[src/rtl/panel_out_pkg.sv]
package panel_out_pkg;
  typedef enum logic [1:0] {
    INV_OFF = 2'd0,
    INV_SW  = 2'd1,
    INV_PIN = 2'd2
  } inv_src_e;

  function automatic logic inv_decide(input logic hw_en, input logic active,
                                      input logic sw, input logic pin);
    return (hw_en && !active) ? pin : sw;
  endfunction
endpackage

[src/rtl/po_clk_halver.sv]
module po_clk_halver (
  input  logic clk_in,
  input  logic rst_n,
  input  logic div_sel,
  output logic clk_op
);
  logic half_q;

  always_ff @(posedge clk_in or negedge rst_n) begin
    if (!rst_n) half_q <= 1'b0;
    else        half_q <= ~half_q;
  end

  assign clk_op = div_sel ? half_q : clk_in;

  // toggle flips on every input edge
  a_r1_half_toggles: assert property (@(posedge clk_in) disable iff (!rst_n)
    1'b1 |=> (half_q != $past(half_q)));
endmodule

[src/rtl/po_invert_select.sv]
module po_invert_select
  import panel_out_pkg::*;
(
  input  logic cfg_hw_inv_en,
  input  logic cfg_sw_inv,
  input  logic panel_active,
  input  logic shared_pin,
  output logic inv_on,
  output logic gpio_in
);
  inv_src_e src;
  logic     pin_owned;

  assign pin_owned = cfg_hw_inv_en && !panel_active;

  always_comb begin
    if (pin_owned)       src = shared_pin ? INV_PIN : INV_OFF;
    else if (cfg_sw_inv) src = INV_SW;
    else                 src = INV_OFF;
  end

  assign inv_on  = (src != INV_OFF);
  assign gpio_in = (!panel_active && !cfg_hw_inv_en) ? shared_pin : 1'b0;

  // selected source agrees with the reference decision
  always_comb begin
    a_r4_src_match: assert (inv_on == inv_decide(cfg_hw_inv_en, panel_active,
                                                  cfg_sw_inv, shared_pin));
  end
endmodule

[src/rtl/po_pixel_stage.sv]
module po_pixel_stage #(
  parameter int PIX_W = 18
) (
  input  logic             clk_in,
  input  logic             rst_n,
  input  logic             blank,
  input  logic             inv_on,
  input  logic             in_valid,
  output logic             in_ready,
  input  logic [PIX_W-1:0] in_data,
  output logic             out_valid,
  input  logic             out_ready,
  output logic [PIX_W-1:0] out_data
);
  logic             full_q;
  logic [PIX_W-1:0] data_q;
  logic [PIX_W-1:0] shaped;
  logic             take;

  assign in_ready = !full_q || out_ready;
  assign take     = in_valid && in_ready;

  genvar b;
  generate
    for (b = 0; b < PIX_W; b++) begin : g_bit
      assign shaped[b] = blank ? 1'b0 : (in_data[b] ^ inv_on);
    end
  endgenerate

  always_ff @(posedge clk_in or negedge rst_n) begin
    if (!rst_n) begin
      full_q <= 1'b0;
      data_q <= '0;
    end else begin
      if (take) begin
        full_q <= 1'b1;
        data_q <= shaped;
      end else if (out_ready) begin
        full_q <= 1'b0;
      end
    end
  end

  assign out_valid = full_q;
  assign out_data  = data_q;

  // blanked pixel is zero
  a_r2_blank_zero: assert property (@(posedge clk_in) disable iff (!rst_n)
    (take && blank) |=> (out_valid && out_data == '0));
  // stalled output holds
  a_r6_stall_hold: assert property (@(posedge clk_in) disable iff (!rst_n)
    (out_valid && !out_ready) |=> (out_valid && $stable(out_data)));
endmodule

[src/rtl/po_frame_tally.sv]
module po_frame_tally #(
  parameter int FRAME_W = 18
) (
  input  logic               clk_in,
  input  logic               rst_n,
  input  logic               frame_start,
  input  logic               repeat_en,
  output logic [FRAME_W-1:0] count,
  output logic               restart
);
  localparam logic [FRAME_W-1:0] LAST = {FRAME_W{1'b1}};

  logic [FRAME_W-1:0] cnt_q;
  logic               rs_q;

  always_ff @(posedge clk_in or negedge rst_n) begin
    if (!rst_n) begin
      cnt_q <= '0;
      rs_q  <= 1'b0;
    end else begin
      rs_q <= frame_start && repeat_en && (cnt_q == LAST);
      if (frame_start) cnt_q <= cnt_q + 1'b1;
    end
  end

  assign count   = cnt_q;
  assign restart = rs_q;

  // one step per strobe
  a_r7_count_step: assert property (@(posedge clk_in) disable iff (!rst_n)
    frame_start |=> (count == $past(count) + 1'b1));
  // no restart while repeat is off
  a_r8_no_restart_off: assert property (@(posedge clk_in) disable iff (!rst_n)
    !repeat_en |=> !restart);
  // restart only with count reading zero
  a_r8_restart_at_zero: assert property (@(posedge clk_in) disable iff (!rst_n)
    restart |-> (count == '0));
endmodule

[src/rtl/panel_out_stage.sv]
module panel_out_stage #(
  parameter int PIX_W   = 18,
  parameter int FRAME_W = 18
) (
  input  logic               clk_in,
  input  logic               rst_n,
  input  logic               cfg_div2,
  input  logic               cfg_blank,
  input  logic               cfg_repeat,
  input  logic               cfg_hw_inv_en,
  input  logic               cfg_sw_inv,
  input  logic               panel_active,
  input  logic               shared_pin,
  input  logic               frame_start,
  input  logic               pix_in_valid,
  output logic               pix_in_ready,
  input  logic [PIX_W-1:0]   pix_in_data,
  output logic               pix_out_valid,
  input  logic               pix_out_ready,
  output logic [PIX_W-1:0]   pix_out_data,
  output logic               clk_op,
  output logic               gpio_in,
  output logic [FRAME_W-1:0] frame_count,
  output logic               pattern_restart
);
  logic inv_on;

  po_clk_halver u_clk (
    .clk_in (clk_in),
    .rst_n  (rst_n),
    .div_sel(cfg_div2),
    .clk_op (clk_op)
  );

  po_invert_select u_inv (
    .cfg_hw_inv_en(cfg_hw_inv_en),
    .cfg_sw_inv   (cfg_sw_inv),
    .panel_active (panel_active),
    .shared_pin   (shared_pin),
    .inv_on       (inv_on),
    .gpio_in      (gpio_in)
  );

  po_pixel_stage #(.PIX_W(PIX_W)) u_pix (
    .clk_in   (clk_in),
    .rst_n    (rst_n),
    .blank    (cfg_blank),
    .inv_on   (inv_on),
    .in_valid (pix_in_valid),
    .in_ready (pix_in_ready),
    .in_data  (pix_in_data),
    .out_valid(pix_out_valid),
    .out_ready(pix_out_ready),
    .out_data (pix_out_data)
  );

  po_frame_tally #(.FRAME_W(FRAME_W)) u_frm (
    .clk_in     (clk_in),
    .rst_n      (rst_n),
    .frame_start(frame_start),
    .repeat_en  (cfg_repeat),
    .count      (frame_count),
    .restart    (pattern_restart)
  );

  // ready rule at the boundary
  a_r6_ready_rule: assert property (@(posedge clk_in) disable iff (!rst_n)
    (!pix_out_valid) |-> pix_in_ready);
  // reset leaves nothing valid
  a_r9_reset_idle: assert property (@(posedge clk_in)
    (!rst_n) |=> (!pix_out_valid || rst_n));
endmodule

[config.mk]
export PLATFORM = sky130hd
export DESIGN_NAME = panel_out_stage
export DESIGN_NICKNAME = d
export VERILOG_FILES = /design/src/rtl/panel_out_pkg.sv /design/src/rtl/po_clk_halver.sv /design/src/rtl/po_invert_select.sv /design/src/rtl/po_pixel_stage.sv /design/src/rtl/po_frame_tally.sv /design/src/rtl/panel_out_stage.sv
export SDC_FILE = /design/constraint.sdc
export NUM_CORES = 1
export LEC_CHECK = 0
export BUFFER_PORTS_ARGS = -buffer_cell sky130_fd_sc_hd__buf_2
export CORE_UTILIZATION = 48
export CTS_CLUSTER_SIZE = 16
export DETAILED_ROUTE_END_ITERATION = 10
export PLACE_DENSITY_LB_ADDON = 0.15
export SETUP_SLACK_MARGIN = 0.4
export SYNTH_ARGS = -nofsm -noshare
export SYNTH_HDL_FRONTEND = slang
export SYNTH_SLANG_ARGS = --single-unit
[constraint.sdc]
create_clock -name clk_in -period 1.9 [get_ports clk_in]
set_input_delay 0.285 -clock clk_in [delete_from_list [all_inputs] [get_ports clk_in]]
set_output_delay 0.285 -clock clk_in [all_outputs]
set_load 0.005 [all_outputs]
==> results.tsv, run 1 <==
metric	value	unit
CP Launch Point	clk_in	
setup TNS	0	ns
Max IR drop VDD	0.000768	V
Placement Rows	21	
Worst-Skew Late Latency	0.39	ns
Pwr per Cell Area	1060	nW/um^2
Crit Path Category	clk -> out	
dpl ws	0.312	ns
most frequent CP cell	buf_8	
drt pass-1 iters	4	
Top Family by Delay on Critical Path	buffers and inverters	
DRT iter0 DRCs	72	
Crit path required time	1.62	ns
max-slew violations	0	
register area share after synthesis	55.2	%
Routed Antenna Nets	0	
Post-synth EDFFs	0	
commonest non-fill, non-tap cell in the layout	buf_2	
final hold vios	0	
worst hold slack	0.124	ns
Syn Nets	168	
crit-path max FO	2	
cell area after layout	2410	um^2
Post-synth ARST share	100	%
Levels on crit path	4	
nets	248	
Slew headroom	71.4	%
Layout area overhead	36.5	%
HP Class	in -> reg	
CP startpoint kind	clock port	
gr usage total	21.3	%
Ys Warns	0	
Starting Density	51.3	%
Core Region	3440	um^2
status	complete, no violations	
Pwr Total	2.55	mW
wire length per cell	14.3	um
Synth top area share	55.2	%
vias in the first global route	1358	
first-pass GRT wire length	6.27	mm
Sw Pwr	0.702	mW
LEAKAGE	1.25	nW
combinational share of power	19.6	%
Post-Syn Area	1770	um^2
Worst Tran Pin Value	0.428	ns
total congestion overflow	0	
vias post-DR	1367	
switching share of power	27.5	%
CP Cell Sequence	buf_8, buf_8, mux2_4, buf_6	
Top Ports	71	
postcts setup bufs	0	
Mean Syn Cell Area	12.9	um^2
final core area utilization	70.0	%
worst clock skew	0.00514	ns
post-synthesis register bit count	39	
largest net degree at the start of global routing	40	
final worst-path setup slack	0.0885	ns
DRC violations left	0	
reg2reg path depth	4	
clock transition at the registers of the reported paths	0.07	ns
FF-to-FF setup slack	0.50	ns
Unique masters post-synth	30	
Synth Flop Type	dfrtp_1	
post-synthesis cell count	137	
worst reg2reg startpoint	u_frm.count[4]$_DFFE_PN0P_	
share of cells above drive strength 1	45.4	%
IO Port Bufs	70	
via/cell ratio	5.18	
fin cells	264	
RR Endpoint	u_frm.count[17]$_DFFE_PN0P_	
placed cell areas	2170	um^2
GPL Wtd Cong	0.777	
Clk pwr share	36.6	%
overall routed net length	3.77	mm
top cells by area, synth	dfrtp_1 (55%), xnor2_1 (14%), a22o_1 (8.9%), xor2_1 (3.5%), nand2_1 (1.5%)	
Buf/Inv on CP	3	
crit path DAT	1.53	ns
final setup vio count	0	
ANT cells	0	
part of the power in registers	43.8	%
Crit. End Element	output port	
dominant cell type by area after synthesis	dfrtp_1	
CP max-delay cell	mux2_4	
RSZ-0062 raised after global routing	yes	
CTS tree	yes	
max cap viols	0	
internal power	1.85	mW
most frequent cells in the layout	buf_2 (69), dfrtp_1 (38), xnor2_1 (28)	
Fillers	287	
hpwl dp	2.63	mm
Die Area	3930	um^2
critical path endpoint	clk_op	
die height	62.7	um
Inst Count DP	252	
die extent in x	62.7	um
delay of the slowest critical-path stage	0.27	ns
antenna violations before repair	0	
-- how the worst min path moves through the flow --
stage,slack (ns),cells after the start,start,end
detailed placement,0.27,2,rst_n,u_frm.count[13]$_DFFE_PN0P_
finish,0.12,2,pix_in_valid,u_pix.out_valid$_DFFE_PN0P_
global placement,0.26,2,rst_n,u_frm.count[13]$_DFFE_PN0P_
CTS,0.12,2,pix_in_valid,u_pix.out_valid$_DFFE_PN0P_
global route,0.14,2,pix_in_valid,u_pix.out_valid$_DFFE_PN0P_
floorplan,-0.01,0,rst_n,u_clk.half_q$_DFF_PN0_
-- cell families after synthesis --
group	Yosys count	synth area share, %
DFF	39	55.2
AOI/OAI and AO/OA	18	8.92
adders and majority gates	1	0.708
xor gates and xnor gates	35	17.4
muxes	3	1.84
and+or+nand+nor	35	13.2
buffers and inverters	6	2.69
-- routing by layer --
| layer | global-route usage (%) | wire length (um) |
|---|---|---|
| met1 | 26.0 | 1510 |
| met2 | 32.6 | 1950 |
| met3 | 7.66 | 252 |
| met4 | 11.9 | 55 |
| met5 | 0 | 0 |
-- power by group through the flow --
stage	Combinational, mW	Sequential, mW	Clock, mW
after global routing	0.552	1.14	1.02
after global placement	0.461	1.09	0.0222
final	0.502	1.12	0.934
after floorplan	0.246	1.10	0.0133
after detailed placement	0.473	1.10	0.0222
after CTS	0.478	1.09	0.902
-- what timing repair did --
action                                 in CTS  in global routing
resized for setup                           1                 13
hold buffers                                1                  0
setup endpoints to repair                   4                 25
pin swaps                                   0                  1
endpoints found under the hold margin      39                  0
-- layout make-up --
type	instances	area, um^2	area share [%]
multi-input combinational	92	806	33.4
sequential	39	977	40.5
timing repair buffer	73	390	16.2
tap	46	57.6	2.39
clock inverter	2	35.0	1.45
inverter	2	7.51	0.311
clock buffer	10	138	5.71
-- Yosys cell counts (all sizes together) (2+ instances only) --
cell type	n
xnor2	28
a22o	18
buf	3
inv	2
nand3	6
nor4	4
nand2b	3
nand2	8
nor3	2
and3	2
nand4	3
dfrtp	39
mux2	2
nor2	4
xor2	7
-- sequential cells by signal, indices dropped and copies added, names as in the netlist --
| name | cells |
|---|---|
| u_frm.count | 18 |
| u_pix.out_data | 18 |
| u_clk.half_q | 1 |
| u_frm.restart | 1 |
| u_pix.out_valid | 1 |
-- worst reg2reg max path, delay by kind of cell (launching register included) --
family,cells,cell delay [ns]
simple gates,3,0.65
flops,1,0.48
xor+xnor,1,0.16
Power figures use the tool's default switching activity.
==> run 2: changes to the inputs <==
--- a/config.mk
+++ b/config.mk
@@ -7,2 +7,3 @@
 export LEC_CHECK = 0
+export ABC_CLOCK_PERIOD_IN_PS = 1900
 export BUFFER_PORTS_ARGS = -buffer_cell sky130_fd_sc_hd__buf_2
--- a/constraint.sdc
+++ b/constraint.sdc
@@ -3,2 +3,2 @@
 set_output_delay 0.285 -clock clk_in [all_outputs]
-set_load 0.005 [all_outputs]
+set_load 0.1 [all_outputs]
==> run 2 against run 1 <==
Against the previous run:
- sequential cell count did not move
- total power rose by 47%
- cell area rose by 8.5%
- register-to-register slack got worse by 0.05 ns
- critical path depth did not move
- via count fell by 0.44%
- largest cell class unchanged
- die area did not move
- highest routed layer unchanged
- first-iteration DRC count rose by 11%
- critical endpoint unchanged
- non-clock buffer count did not move
==> results.tsv, run 2 (same netlist as run 1, synthesis figures left out) <==
metric	value	unit	change
status	complete, no violations		
Crit Path Category	clk -> out		
LEAKAGE	1.28	nW	+2.5%
Layout area overhead	48.0	%	
via/cell ratio	5.16		-0.44%
Crit path required time	1.62	ns	about the same
CP max-delay cell	mux2_4		
Routed Antenna Nets	0		unchanged
HP Class	in -> reg		
share of cells above drive strength 1	56.0	%	+11 points
die extent in x	62.7	um	unchanged
Starting Density	51.3	%	unchanged
antenna violations before repair	0		unchanged
CP Cell Sequence	buf_8, buf_8, mux2_4, buf_12		
GPL Wtd Cong	0.803		+3.4%
die height	62.7	um	unchanged
Worst-Skew Late Latency	0.40	ns	about the same
clock transition at the registers of the reported paths	0.07	ns	about the same
nets	248		unchanged
Max IR drop VDD	0.00127	V	+66%
largest net degree at the start of global routing	24		-40%
Die Area	3930	um^2	unchanged
CP startpoint kind	clock port		
Top Ports	71		unchanged
Fillers	223		-22%
final setup vio count	0		unchanged
final worst-path setup slack	0.0147	ns	-0.0738 ns
most frequent CP cell	buf_8		
first-pass GRT wire length	6.52	mm	+4.1%
Worst Tran Pin Value	0.504	ns	+0.0766 ns
setup TNS	0	ns	unchanged
DRC violations left	0		unchanged
vias in the first global route	1380		+1.6%
dpl ws	0.134	ns	-0.178 ns
drt pass-1 iters	4		unchanged
ANT cells	0		unchanged
max cap viols	0		unchanged
DRT iter0 DRCs	80		+11%
crit-path max FO	2		unchanged
Pwr per Cell Area	1430	nW/um^2	+35%
final hold vios	0		unchanged
Crit. End Element	output port		
total congestion overflow	0		unchanged
Slew headroom	66.4	%	-5.0 points
most frequent cells in the layout	buf_2 (41), xnor2_1 (28), dfrtp_1 (21)		
vias post-DR	1361		-0.44%
Core Region	3440	um^2	unchanged
commonest non-fill, non-tap cell in the layout	buf_2		
hpwl dp	2.78	mm	+5.8%
crit path DAT	1.60	ns	+0.07 ns
worst clock skew	0.00628	ns	+0.00114 ns
RSZ-0062 raised after global routing	yes		
CTS tree	yes		
overall routed net length	3.77	mm	about the same
delay of the slowest critical-path stage	0.28	ns	about the same
wire length per cell	14.3	um	about the same
gr usage total	22.1	%	+0.83 points
Placement Rows	21		unchanged
max-slew violations	0		unchanged
IO Port Bufs	70		unchanged
## run 2: path summary, 6_finish.rpt
path | depth (start not counted) | end | slack (ns) | startpoint
min in group asynchronous | 2 | u_frm.count[5]$_DFFE_PN0P_ | 0.38 | rst_n
hold reg to reg | 1 | u_clk.half_q$_DFF_PN0_ | 0.44 | u_clk.half_q$_DFF_PN0_
setup / recovery | 4 | clk_op | 0.01 | clk_in
setup reg to reg | 5 | u_frm.count[16]$_DFFE_PN0P_ | 0.45 | u_frm.count[1]$_DFFE_PN0P_
hold / removal | 2 | u_pix.out_valid$_DFFE_PN0P_ | 0.14 | pix_in_valid
max in group asynchronous | 3 | u_pix.out_data[0]$_DFFE_PN0P_ | 0.91 | rst_n
## run 2: per-layer routing
| metal | vias up | share of wire [%] | global-route usage [%] |
|---|---|---|---|
| li1 | 645 | - | - |
| met1 | 649 | 43 | 27.6 |
| met2 | 58 | 49 | 33.7 |
| met3 | 9 | 6.2 | 7.30 |
| met4 | 0 | 1.6 | 12.2 |
| met5 | - | 0 | 0 |
## run 2: layout make-up
class,count,area (um^2),area share (%)
inverter,2,7.51,0.287
tap,46,57.6,2.20
multi-input combinational,92,860,32.9
timing repair buffer,73,473,18.1
sequential,39,1040,39.6
clock buffer,10,146,5.60
clock inverter,2,35.0,1.34
## run 2: timing repair
action,4_1_cts,5_1_grt
cloned,0,0
pin swaps,0,1
hold buffers,1,0
endpoints found under the setup margin,20,13
resized for setup,25,12
endpoints found under the hold margin,22,0
setup buffers,0,1
## run 2: power by group
group | internal [mW] | total, mW | switching, mW
Clock | 0.639 | 1.06 | 0.420
Sequential | 1.00 | 1.18 | 0.177
Combinational | 0.349 | 1.50 | 1.15
Total | 1.99 | 3.74 | 1.75
## run 2: metrics by stage
step / hold slack, ns / instance area (um^2) / std cells / power (mW) / utilization, %
3_3_place_gp: 0.271 / 2330 / 251 / 2.71 / 67.6
6_report: 0.135 / 2620 / 264 / 3.74 / 76.0
5_1_grt: 0.151 / 2620 / 264 / 3.89 / 76.0
4_1_cts: 0.121 / 2560 / 263 / 3.74 / 74.5
2_1_floorplan: -0.0106 / 1960 / 137 / 2.49 / -
3_5_place_dp: 0.282 / 2330 / 251 / 2.75 / 67.6
## run 2: worst max-delay path: cells and delay by family
| kind | cells | cell delay [ns] |
|---|---|---|
| mux | 1 | 0.28 |
| buf+inv | 3 | 0.37 |
==> run 3: changes to the inputs <==
ABC_CLOCK_PERIOD_IN_PS = unset   (was 1900)
SYNTH_HIERARCHICAL = 1   (was unset)
==> run 3 against run 2 <==
Against the previous run:
- worst hold slack lost 0.025 ns
- wire length shrank 4.7%
- clock skew grew 0.0012 ns
- sequential share of layout area grew 1.2 points
- critical path depth is the same
- sequential power is essentially flat
- clock power shrank 17%
- total power shrank 6.0%
- combinational power is essentially flat
- synthesized cell count grew 1.5%
- largest power group unchanged
- highest routed layer unchanged
==> results.tsv, run 3 <==
metric	value	unit	change
Syn Nets	170		+1.2%
CP Launch Point	clk_in		
Die Area	4050	um^2	+3.1%
Layout area overhead	39.0	%	
commonest non-fill, non-tap cell in the layout	buf_2		
Synth Flop Type	dfrtp_1		
nets	247		-0.40%
drt pass-1 iters	4		unchanged
ANT cells	0		unchanged
Mean Syn Cell Area	13.1	um^2	+1.7%
status	complete, no violations		
share of cells above drive strength 1	53.9	%	-2.0 points
Crit Path Category	clk -> out		
final setup vio count	0		unchanged
Pwr per Cell Area	1390	nW/um^2	-3.0%
Synth top area share	53.5	%	-1.7 points
DRC violations left	0		unchanged
hpwl dp	2.59	mm	-6.8%
dpl ws	0.134	ns	unchanged
wire length per cell	13.5	um	-5.1%
CTS tree	yes		
Max IR drop VDD	0.000980	V	-23%
worst reg2reg startpoint	u_frm/count[0]$_DFFE_PN0P_		
LEAKAGE	1.26	nW	-1.4%
post-synthesis register bit count	39		unchanged
top cells by count, synth	dfrtp_1 (39), xor2_1 (24), a22o_1 (18)		
Post-synth EDFFs	0		unchanged
Crit path required time	1.62	ns	about the same
register area share after synthesis	53.5	%	-1.7 points
Post-Syn Area	1820	um^2	+3.2%
clock transition at the registers of the reported paths	0.07	ns	about the same
Top Ports	71		unchanged
top cells by area, synth	dfrtp_1 (54%), xor2_1 (12%), a22o_1 (8.6%), xnor2_1 (5.3%), nand4_4 (2.3%)		
delay of the slowest critical-path stage	0.27	ns	about the same
Slew headroom	48.1	%	-18 points
Core Region	3660	um^2	+6.4%
HP Class	in -> reg		
Ys Warns	6		+6
most frequent cells in the layout	buf_2 (36), xor2_1 (24), dfrtp_1 (21)		
Worst-Skew Late Latency	0.39	ns	about the same
final core area utilization	69.2	%	-6.8 points
count leader, synth	dfrtp_1		
final hold vios	0		unchanged
total congestion overflow	0		unchanged
via/cell ratio	5.00		-2.9%
crit path DAT	1.59	ns	about the same
CP max-delay cell	mux2_4		
crit-path max FO	2		unchanged
Worst Tran Pin Value	0.778	ns	+0.274 ns
worst clock skew	0.00743	ns	+0.00115 ns
Unique masters post-synth	30		unchanged
die height	63.6	um	+1.5%
overall routed net length	3.59	mm	-4.7%
vias in the first global route	1320		-4.3%
Routed Antenna Nets	0		unchanged
max cap viols	0		unchanged
gr usage total	20.2	%	-1.9 points
max-slew violations	0		unchanged
antenna violations before repair	0		unchanged
GPL Wtd Cong	0.836		+4.0%
largest net degree at the start of global routing	38		+58%
Hold Startpoint	pix_in_valid		
Starting Density	49.8	%	-1.5 points
Crit. End Element	output port		
vias post-DR	1326		-2.6%
DRT iter0 DRCs	68		-15%
first-pass GRT wire length	6.00	mm	-8.0%
postcts setup bufs	0		unchanged
Buf/Inv on CP	3		unchanged
IO Port Bufs	70		unchanged
RSZ-0062 raised after global routing	yes		
Placement Rows	22		+4.8%
Top Family by Delay on Critical Path	buffers and inverters		
post-synthesis cell count	139		+1.5%
Post-synth ARST share	100	%	unchanged
most frequent CP cell	buf_8		
die extent in x	63.6	um	+1.5%
dominant cell type by area after synthesis	dfrtp_1		
CP startpoint kind	clock port		
CP Cell Sequence	buf_8, buf_8, mux2_4, buf_12		
worst hold slack	0.110	ns	-0.0252 ns
final worst-path setup slack	0.0281	ns	+0.0134 ns
Fillers	279		+25%
## run 3: cell type report
class	count	area, um^2	share of cell area [%]
repair buffers	72	465	18.4
multi-input cells	92	820	32.3
clock buffers	9	133	5.23
clock inverters	3	15.0	0.593
flip-flops and latches	39	1030	40.8
inverters	2	7.51	0.296
well taps	48	60.1	2.37
## run 3: cells by family (layout without fill, tap and decap cells)
| group | Yosys count | count (layout) | share of synthesized area, % |
|---|---|---|---|
| multiplexers | 3 | 3 | 2.26 |
| flip-flops | 39 | 39 | 53.5 |
| XOR/XNOR | 35 | 35 | 16.8 |
| buffers and inverters | 8 | 86 | 3.36 |
| AND/OR/NAND/NOR | 35 | 35 | 14.7 |
| AO/OA/AOI/OAI | 18 | 18 | 8.65 |
| adder cells (fa/ha/maj) | 1 | 1 | 0.686 |
## run 3: through the flow
step | TNS [ns] | cells | cell area [um^2] | power [mW]
after global placement | 0 | 253 | 2280 | 2.66
final | 0 | 265 | 2530 | 3.52
after floorplan | 0 | 139 | 1900 | 2.44
after global routing | 0 | 265 | 2530 | 3.66
after detailed placement | 0 | 253 | 2280 | 2.69
after CTS | -0.00731 | 265 | 2480 | 3.49
## run 3: power by group
| group | switching, mW | internal [mW] | total, mW | leakage (nW) |
|---|---|---|---|---|
| clock | 0.414 | 0.465 | 0.879 | 0.0878 |
| combinational | 1.13 | 0.332 | 1.47 | 0.689 |
| sequential | 0.172 | 0.999 | 1.17 | 0.481 |
| total | 1.72 | 1.80 | 3.52 | 1.26 |
## run 3: worst paths after layout
check                      slack, ns  cells past startpoint                           to
hold reg to reg                 0.43                      1       u_clk/half_q$_DFF_PN0_
setup reg to reg                0.48                      5  u_frm/count[16]$_DFFE_PN0P_
setup / recovery                0.03                      4                       clk_op
min in group asynchronous       0.51                      2  u_frm/count[10]$_DFFE_PN0P_
hold / removal                  0.11                      2  u_pix/out_valid$_DFFE_PN0P_
max in group asynchronous       0.81                      2   u_frm/count[0]$_DFFE_PN0P_
## run 3: routing by layer
| layer | up-vias | global-route usage, % | wire, um |
|---|---|---|---|
| met5 | - | 0 | 0 |
| met4 | 0 | 11.6 | 70 |
| met3 | 7 | 6.88 | 202 |
| met2 | 44 | 30.7 | 1770 |
| met1 | 635 | 24.7 | 1550 |
| li1 | 640 | - | - |
## run 3: worst reg2reg max path, delay by kind of cell (launching register included)
kind,cells,cell delay [ns]
flip-flops,1,0.47
AND/OR/NAND/NOR,2,0.46
adder cells (fa/ha/maj),1,0.16
XOR/XNOR,1,0.14
buffers and inverters,1,0.07
## run 3: what timing repair did
item                                    CTS  global route
endpoints found under the hold margin    11             0
hold buffers                              1             0
pin swaps                                 0             1
gates resized for setup                  24            20
endpoints found under the setup margin   20            36
cloned                                    0             0
